[config.mk]
export PLATFORM = sky130hd
export DESIGN_NAME = mm_engine
export DESIGN_NICKNAME = d
export VERILOG_FILES = /design/src/rtl/mm_pkg.sv /design/src/rtl/mm_alu_unit.sv /design/src/rtl/mm_wb_arb.sv /design/src/rtl/mm_engine.sv
export SDC_FILE = /design/constraint.sdc
export NUM_CORES = 2
export LEC_CHECK = 0
export BUFFER_PORTS_ARGS = -buffer_cell sky130_fd_sc_hd__buf_2
export CAP_MARGIN = 30
export CELL_PAD_IN_SITES_DETAIL_PLACEMENT = 1
export CELL_PAD_IN_SITES_GLOBAL_PLACEMENT = 1
export CORE_MARGIN = 1
export CORE_UTILIZATION = 42
export DETAILED_ROUTE_END_ITERATION = 8
export PLACE_DENSITY_LB_ADDON = 0.1
export SETUP_SLACK_MARGIN = 0.15
export SLEW_MARGIN = 20
export SYNTH_ARGS = -nofsm -noshare
export SYNTH_HDL_FRONTEND = slang
export SYNTH_SLANG_ARGS = --single-unit
[constraint.sdc]
create_clock -name clk -period 8.5 [get_ports clk]
set_input_delay 0.425 -clock clk [delete_from_list [all_inputs] [get_ports clk]]
set_output_delay 0.425 -clock clk [all_outputs]
set_load 0.005 [all_outputs]
[src/rtl/mm_pkg.sv]
package mm_pkg;
  typedef enum logic {
    OP_MUL = 1'b0,
    OP_ADD = 1'b1
  } mm_op_e;
endpackage

[src/rtl/mm_alu_unit.sv]
module mm_alu_unit #(
  parameter int DW     = 16,
  parameter int FRAC   = 8,
  parameter int AW     = 4,
  parameter int LAT    = 3,
  parameter bit IS_MUL = 1'b1
) (
  input  logic          clk,
  input  logic          rst_n,
  input  logic          go,
  input  logic [DW-1:0] opa,
  input  logic [DW-1:0] opb,
  input  logic [AW-1:0] dst_in,
  input  logic          gnt,
  output logic          occ,
  output logic          req,
  output logic [DW-1:0] res,
  output logic [AW-1:0] dst_out
);
  localparam int CW = (LAT > 1) ? $clog2(LAT) : 1;
  localparam logic [DW-1:0] SMAX = {1'b0, {(DW-1){1'b1}}};
  localparam logic [DW-1:0] SMIN = {1'b1, {(DW-1){1'b0}}};

  logic [CW-1:0] cnt;
  logic [DW-1:0] a_q, b_q;

  always_ff @(posedge clk or negedge rst_n) begin
    if (!rst_n) begin
      occ     <= 1'b0;
      cnt     <= '0;
      a_q     <= '0;
      b_q     <= '0;
      dst_out <= '0;
    end else if (go) begin
      occ     <= 1'b1;
      cnt     <= CW'(LAT - 1);
      a_q     <= opa;
      b_q     <= opb;
      dst_out <= dst_in;
    end else if (occ) begin
      if (cnt != '0) cnt <= cnt - 1'b1;
      else if (gnt)  occ <= 1'b0;
    end
  end

  assign req = occ && (cnt == '0);

  generate
    if (IS_MUL) begin : g_mul
      logic signed [2*DW-1:0] prod, shd;
      logic ov_pos, ov_neg;
      always_comb begin
        prod   = $signed(a_q) * $signed(b_q);
        shd    = prod >>> FRAC;
        ov_pos = !shd[2*DW-1] && (|shd[2*DW-2:DW-1]);
        ov_neg = shd[2*DW-1] && !(&shd[2*DW-2:DW-1]);
        if (ov_pos)      res = SMAX;
        else if (ov_neg) res = SMIN;
        else             res = shd[DW-1:0];
      end
    end else begin : g_add
      logic [DW:0] sum;
      always_comb begin
        sum = {a_q[DW-1], a_q} + {b_q[DW-1], b_q};
        if (sum[DW] != sum[DW-1]) res = sum[DW] ? SMIN : SMAX;
        else                      res = sum[DW-1:0];
      end
    end
  endgenerate
endmodule

[src/rtl/mm_wb_arb.sv]
module mm_wb_arb #(
  parameter int NU = 3
) (
  input  logic [NU-1:0] req,
  output logic [NU-1:0] gnt
);
  always_comb begin
    gnt = '0;
    for (int u = 0; u < NU; u++) begin
      if (req[u] && (gnt == '0)) gnt[u] = 1'b1;
    end
  end
endmodule

[src/rtl/mm_engine.sv]
module mm_engine #(
  parameter int N       = 2,
  parameter int DW      = 16,
  parameter int FRAC    = 8,
  parameter int NMUL    = 2,
  parameter int NADD    = 1,
  parameter int MUL_LAT = 3,
  parameter int ADD_LAT = 1,
  parameter int IDEPTH  = 32,
  localparam int NE     = N * N,
  localparam int DEPTH  = 3 * NE + 1,
  localparam int AW     = $clog2(DEPTH),
  localparam int SLOTS  = 1 << AW,
  localparam int IW     = 1 + 3 * AW,
  localparam int IAW    = $clog2(IDEPTH),
  localparam int PCW    = $clog2(IDEPTH + 1),
  localparam int CIW    = (NE > 1) ? $clog2(NE) : 1,
  localparam int NU     = NMUL + NADD,
  localparam int UIW    = (NU > 1) ? $clog2(NU) : 1
) (
  input  logic           clk,
  input  logic           rst_n,
  input  logic           ld_valid,
  output logic           ld_ready,
  input  logic [AW-1:0]  ld_addr,
  input  logic [DW-1:0]  ld_data,
  input  logic           ins_valid,
  output logic           ins_ready,
  input  logic [IAW-1:0] ins_addr,
  input  logic [IW-1:0]  ins_word,
  input  logic           start,
  input  logic [PCW-1:0] prog_len,
  input  logic [CIW-1:0] rd_idx,
  output logic [DW-1:0]  rd_data,
  output logic           done
);
  import mm_pkg::*;

  logic [DW-1:0]    mem  [SLOTS];
  logic [IW-1:0]    imem [IDEPTH];
  logic [SLOTS-1:0] vld, pend;
  logic             running;
  logic [PCW-1:0]   pc, len_q;

  // decode of the instruction at the program counter
  logic [IW-1:0] cur;
  mm_op_e        op;
  logic [AW-1:0] dst, s1, s2;
  assign cur = imem[pc[IAW-1:0]];
  assign op  = mm_op_e'(cur[IW-1]);
  assign dst = cur[3*AW-1:2*AW];
  assign s1  = cur[2*AW-1:AW];
  assign s2  = cur[AW-1:0];

  // unit pool
  logic [NU-1:0] occ, req, gnt, go;
  logic [DW-1:0] u_res [NU];
  logic [AW-1:0] u_dst [NU];

  logic           found;
  logic [UIW-1:0] pick;
  always_comb begin
    found = 1'b0;
    pick  = '0;
    for (int u = 0; u < NU; u++) begin
      if (!found && !occ[u] && ((u < NMUL) == (op == OP_MUL))) begin
        found = 1'b1;
        pick  = UIW'(u);
      end
    end
  end

  logic src_rdy, issue;
  assign src_rdy = vld[s1] && !pend[s1] && vld[s2] && !pend[s2];
  assign issue   = running && (pc < len_q) && src_rdy && !pend[dst] && found;

  always_comb begin
    for (int u = 0; u < NU; u++) go[u] = issue && (pick == UIW'(u));
  end

  genvar g;
  generate
    for (g = 0; g < NU; g++) begin : g_unit
      mm_alu_unit #(
        .DW(DW), .FRAC(FRAC), .AW(AW),
        .LAT((g < NMUL) ? MUL_LAT : ADD_LAT),
        .IS_MUL(g < NMUL)
      ) u_alu (
        .clk(clk), .rst_n(rst_n), .go(go[g]),
        .opa(mem[s1]), .opb(mem[s2]), .dst_in(dst),
        .gnt(gnt[g]), .occ(occ[g]), .req(req[g]),
        .res(u_res[g]), .dst_out(u_dst[g])
      );
    end
  endgenerate

  mm_wb_arb #(.NU(NU)) u_arb (.req(req), .gnt(gnt));

  logic          wb_en;
  logic [AW-1:0] wb_addr;
  logic [DW-1:0] wb_data;
  always_comb begin
    wb_addr = '0;
    wb_data = '0;
    for (int u = 0; u < NU; u++) begin
      if (gnt[u]) begin
        wb_addr = u_dst[u];
        wb_data = u_res[u];
      end
    end
  end
  assign wb_en = |gnt;

  assign ld_ready  = !running;
  assign ins_ready = !running;

  // control and scoreboard
  always_ff @(posedge clk or negedge rst_n) begin
    if (!rst_n) begin
      running <= 1'b0;
      done    <= 1'b0;
      pc      <= '0;
      len_q   <= '0;
      vld     <= '0;
      pend    <= '0;
    end else begin
      if (ld_valid && ld_ready) vld[ld_addr] <= 1'b1;
      if (!running) begin
        if (start) begin
          running <= 1'b1;
          done    <= 1'b0;
          pc      <= '0;
          len_q   <= prog_len;
          for (int a = 2 * NE; a < SLOTS; a++) vld[a] <= 1'b0;
        end
      end else begin
        if (issue) begin
          pc        <= pc + 1'b1;
          pend[dst] <= 1'b1;
        end
        if (wb_en) begin
          pend[wb_addr] <= 1'b0;
          vld[wb_addr]  <= 1'b1;
        end
        if ((pc == len_q) && (occ == '0)) begin
          running <= 1'b0;
          done    <= 1'b1;
        end
      end
    end
  end

  // storage
  always_ff @(posedge clk) begin
    if (ld_valid && ld_ready) mem[ld_addr] <= ld_data;
    if (wb_en) mem[wb_addr] <= wb_data;
    if (ins_valid && ins_ready) imem[ins_addr] <= ins_word;
  end

  logic [AW-1:0] rd_addr;
  assign rd_addr = AW'(2 * NE) + AW'(rd_idx);
  assign rd_data = mem[rd_addr];
endmodule

==> reports/results.txt <==
status -> completed
CP endpoint kind -> flop
drt pass-1 iters -> 7
ys async rst share -> 0.193
Synth Cell Area -> 60300 um^2
TritonCTS clock tree -> built
mean post-synth cell area -> 11.2 um^2
area leader, netlist -> edfxtp_1
Routed Antenna Nets -> 0
Die X -> 381 um
library cells used by synthesis -> 87
Rel. slew slack -> 0.285
initial drt markers -> 2729
Core ar. -> 142000 um^2
Post-synth EDFFs -> 672
clock root buffer -> clkbuf_16
Worst-Skew Late Latency -> 0.75 ns
gpl congestion -> 0.875
all-layer global routing usage -> 0.268
Worst setup SP type -> flop
Clk pin slew, worst setup/hold paths -> 0.06 ns
Syn Inst Count -> 5376
Fin Clk Skew -> 0.0738 ns
drt drc -> 0
Die Ht -> 381 um
class of the worst hold path -> input pin to flop
Worst Tran Pin Value -> 1.07 ns
largest net degree at the start of global routing -> 161
Rows -> 138
Max Cap Violations -> 0
min Tclk post-route -> 8.04 ns
initial antenna violation count -> 9
vias per cell -> 5.62
vias in the first global route -> 44509
Area Growth Syn to Fin -> 10.8%
hpwl dp -> 136000 um
period utilization -> 0.946
Post-Synthesis Net Count -> 6133
WP data required -> 8.93 ns
setup violators final -> 0
WHS -> 0.114 ns
layout cells sized above 1 -> 0.149
pins over their slew limit -> 0
Max Buffers Root-to-Sink -> 3
Worst Setup Path Type -> flop to flop
Ys Warns -> 0
first-pass GRT wire length -> 292000 um
Total Routed Length -> 192000 um
port bufs -> 69
WHS Path Cells -> 3
RSZ-0062 raised after global routing -> yes
die area -> 145000 um^2
Max Fclk -> 124 MHz
FF-to-FF path depth -> 24
filler instances -> 15108
most common flop cell mapped by yosys -> edfxtp_1
crit path DAT -> 8.47 ns
Synth area leaders -> edfxtp_1 (33%), fa_1 (17%), dfrtp_1 (6.7%)
Sink Count -> 833
CTS Buf Count -> 94
fin nets -> 6169
via count -> 41525
post-synth top area share -> 0.334
#FFs+latches synth -> 833
Fin. Hold Viols -> 0
register area share after synthesis -> 0.401
Routed wire per std cell -> 26.0 um
Starting Density -> 0.425
H-tree levels -> 3
I/O pins -> 70
total gr overflow -> 0
CP max FO -> 16
Setup TNS Final -> 0 ns
[registers in the layout (all words and copies together), names as in the netlist]
| register | flops |
|---|---|
| g_unit.u_alu.dst_out | 12 |
| g_unit.u_alu.a_q | 48 |
| len_q | 6 |
| pend | 16 |
| g_unit.u_alu.occ | 3 |
| vld | 16 |
| g_unit.u_alu.cnt | 4 |
| done | 1 |
| pc | 6 |
| imem | 416 |
| g_unit.u_alu.b_q | 48 |
| mem | 256 |
| running | 1 |
[cell usage in the layout, fill, tap and decap left out, drive strengths merged, types with 231 or more instances in the layout]
master	n
a21oi	299
and2	251
buf	268
edfxtp	672
fa	523
inv	639
mux2	231
mux2i	244
nand2	544
nor2	308
[critical path, stage by stage, from the launching register on]
cell      delay (ns)
dfrtp_2         0.52
buf_4           0.21
and2_1          0.18
fa_1            0.50
inv_1           0.05
fa_1            0.46
fa_1            0.52
inv_1           0.06
fa_1            0.48
fa_1            0.49
inv_1           0.05
fa_1            0.60
inv_1           0.07
ha_1            0.40
nor2_1          0.08
a211o_1         0.27
nand2b_1        0.17
a21oi_1         0.34
a311oi_1        0.16
a311oi_1        0.42
nand4_1         0.22
o21ba_2         0.37
a221o_1         0.42
a211o_4         0.42
mux2_2          0.29
[final timing paths]
| check | from | to | slack [ns] |
|---|---|---|---|
| setup / recovery | g_unit[0].u_alu.a_q[7] | mem[2][8] | 0.46 |
| hold / removal | ld_addr[3] | vld[14] | 0.11 |
| setup reg to reg | g_unit[0].u_alu.a_q[7] | mem[2][8] | 0.46 |
| hold reg to reg | vld[1] | vld[1] | 0.48 |
| max in group asynchronous | rst_n | g_unit[1].u_alu.b_q[5] | 6.00 |
| min in group asynchronous | rst_n | vld[12] | 0.30 |
[stage by stage]
| step | utilization | instance area [um^2] | setup slack, ns | std cells |
|---|---|---|---|---|
| after global placement | 0.445 | 63300 | -0.0982 | 7181 |
| after CTS | 0.470 | 66800 | 0.168 | 7378 |
| after global routing | 0.471 | 66900 | 0.122 | 7383 |
| final | 0.471 | 66900 | 0.459 | 7385 |
| after detailed placement | 0.446 | 63400 | -0.190 | 7194 |
| after floorplan | - | 60300 | 0.608 | 5376 |
[synthesized netlist by cell type (183+ instances only)]
library cell	count
and2_1	251
o21ai_0	218
nor2_1	307
mux2_2	222
edfxtp_1	672
fa_1	523
inv_1	635
a21oi_1	299
clkbuf_1	232
mux2i_1	243
ha_1	183
nand2_1	543
[per-layer routing]
metal / part of all wire / wire length, um / GRT usage
met3: 0.043 / 8270 / 0.0282
met1: 0.46 / 87700 / 0.381
met2: 0.48 / 91500 / 0.439
met5: 0.000088 / 17 / 0
met4: 0.024 / 4680 / 0.0696
[what timing repair did]
action                                  in CTS  in global routing
hold buffers                                 8                  0
pin swaps                                    0                  1
endpoints found under the hold margin       64                  0
buffers inserted                             0                  0
endpoints found under the setup margin     210                237
resized for setup                           13                 32
[cell families (layout without fill, tap and decap cells)]
group | after synthesis | after routing | share of synthesized area
and+or+nand+nor | 1350 | 1350 | 0.104
buffers and inverters | 973 | 1089 | 0.0632
AOI/OAI and AO/OA | 875 | 875 | 0.0911
DFF | 833 | 833 | 0.401
adders and majority gates | 706 | 706 | 0.211
muxes | 566 | 566 | 0.118
xor gates and xnor gates | 73 | 73 | 0.0106
other | 0 | 3 | 0
[layout make-up]
| type | count | area (um^2) | share of cell area |
|---|---|---|---|
| inverters | 636 | 2390 | 0.0357 |
| clock inverters | 54 | 704 | 0.0105 |
| multi-input cells | 3570 | 32600 | 0.488 |
| well taps | 1890 | 2360 | 0.0354 |
| clock buffers | 122 | 2500 | 0.0373 |
| flip-flops and latches | 833 | 24200 | 0.362 |
| repair buffers | 277 | 2060 | 0.0308 |
| diodes | 3 | 7.51 | 0.000112 |
Power is left out: the tool's default activity adds up to more than one toggle a clock period on the data nets, which glitch-free logic cannot reach.
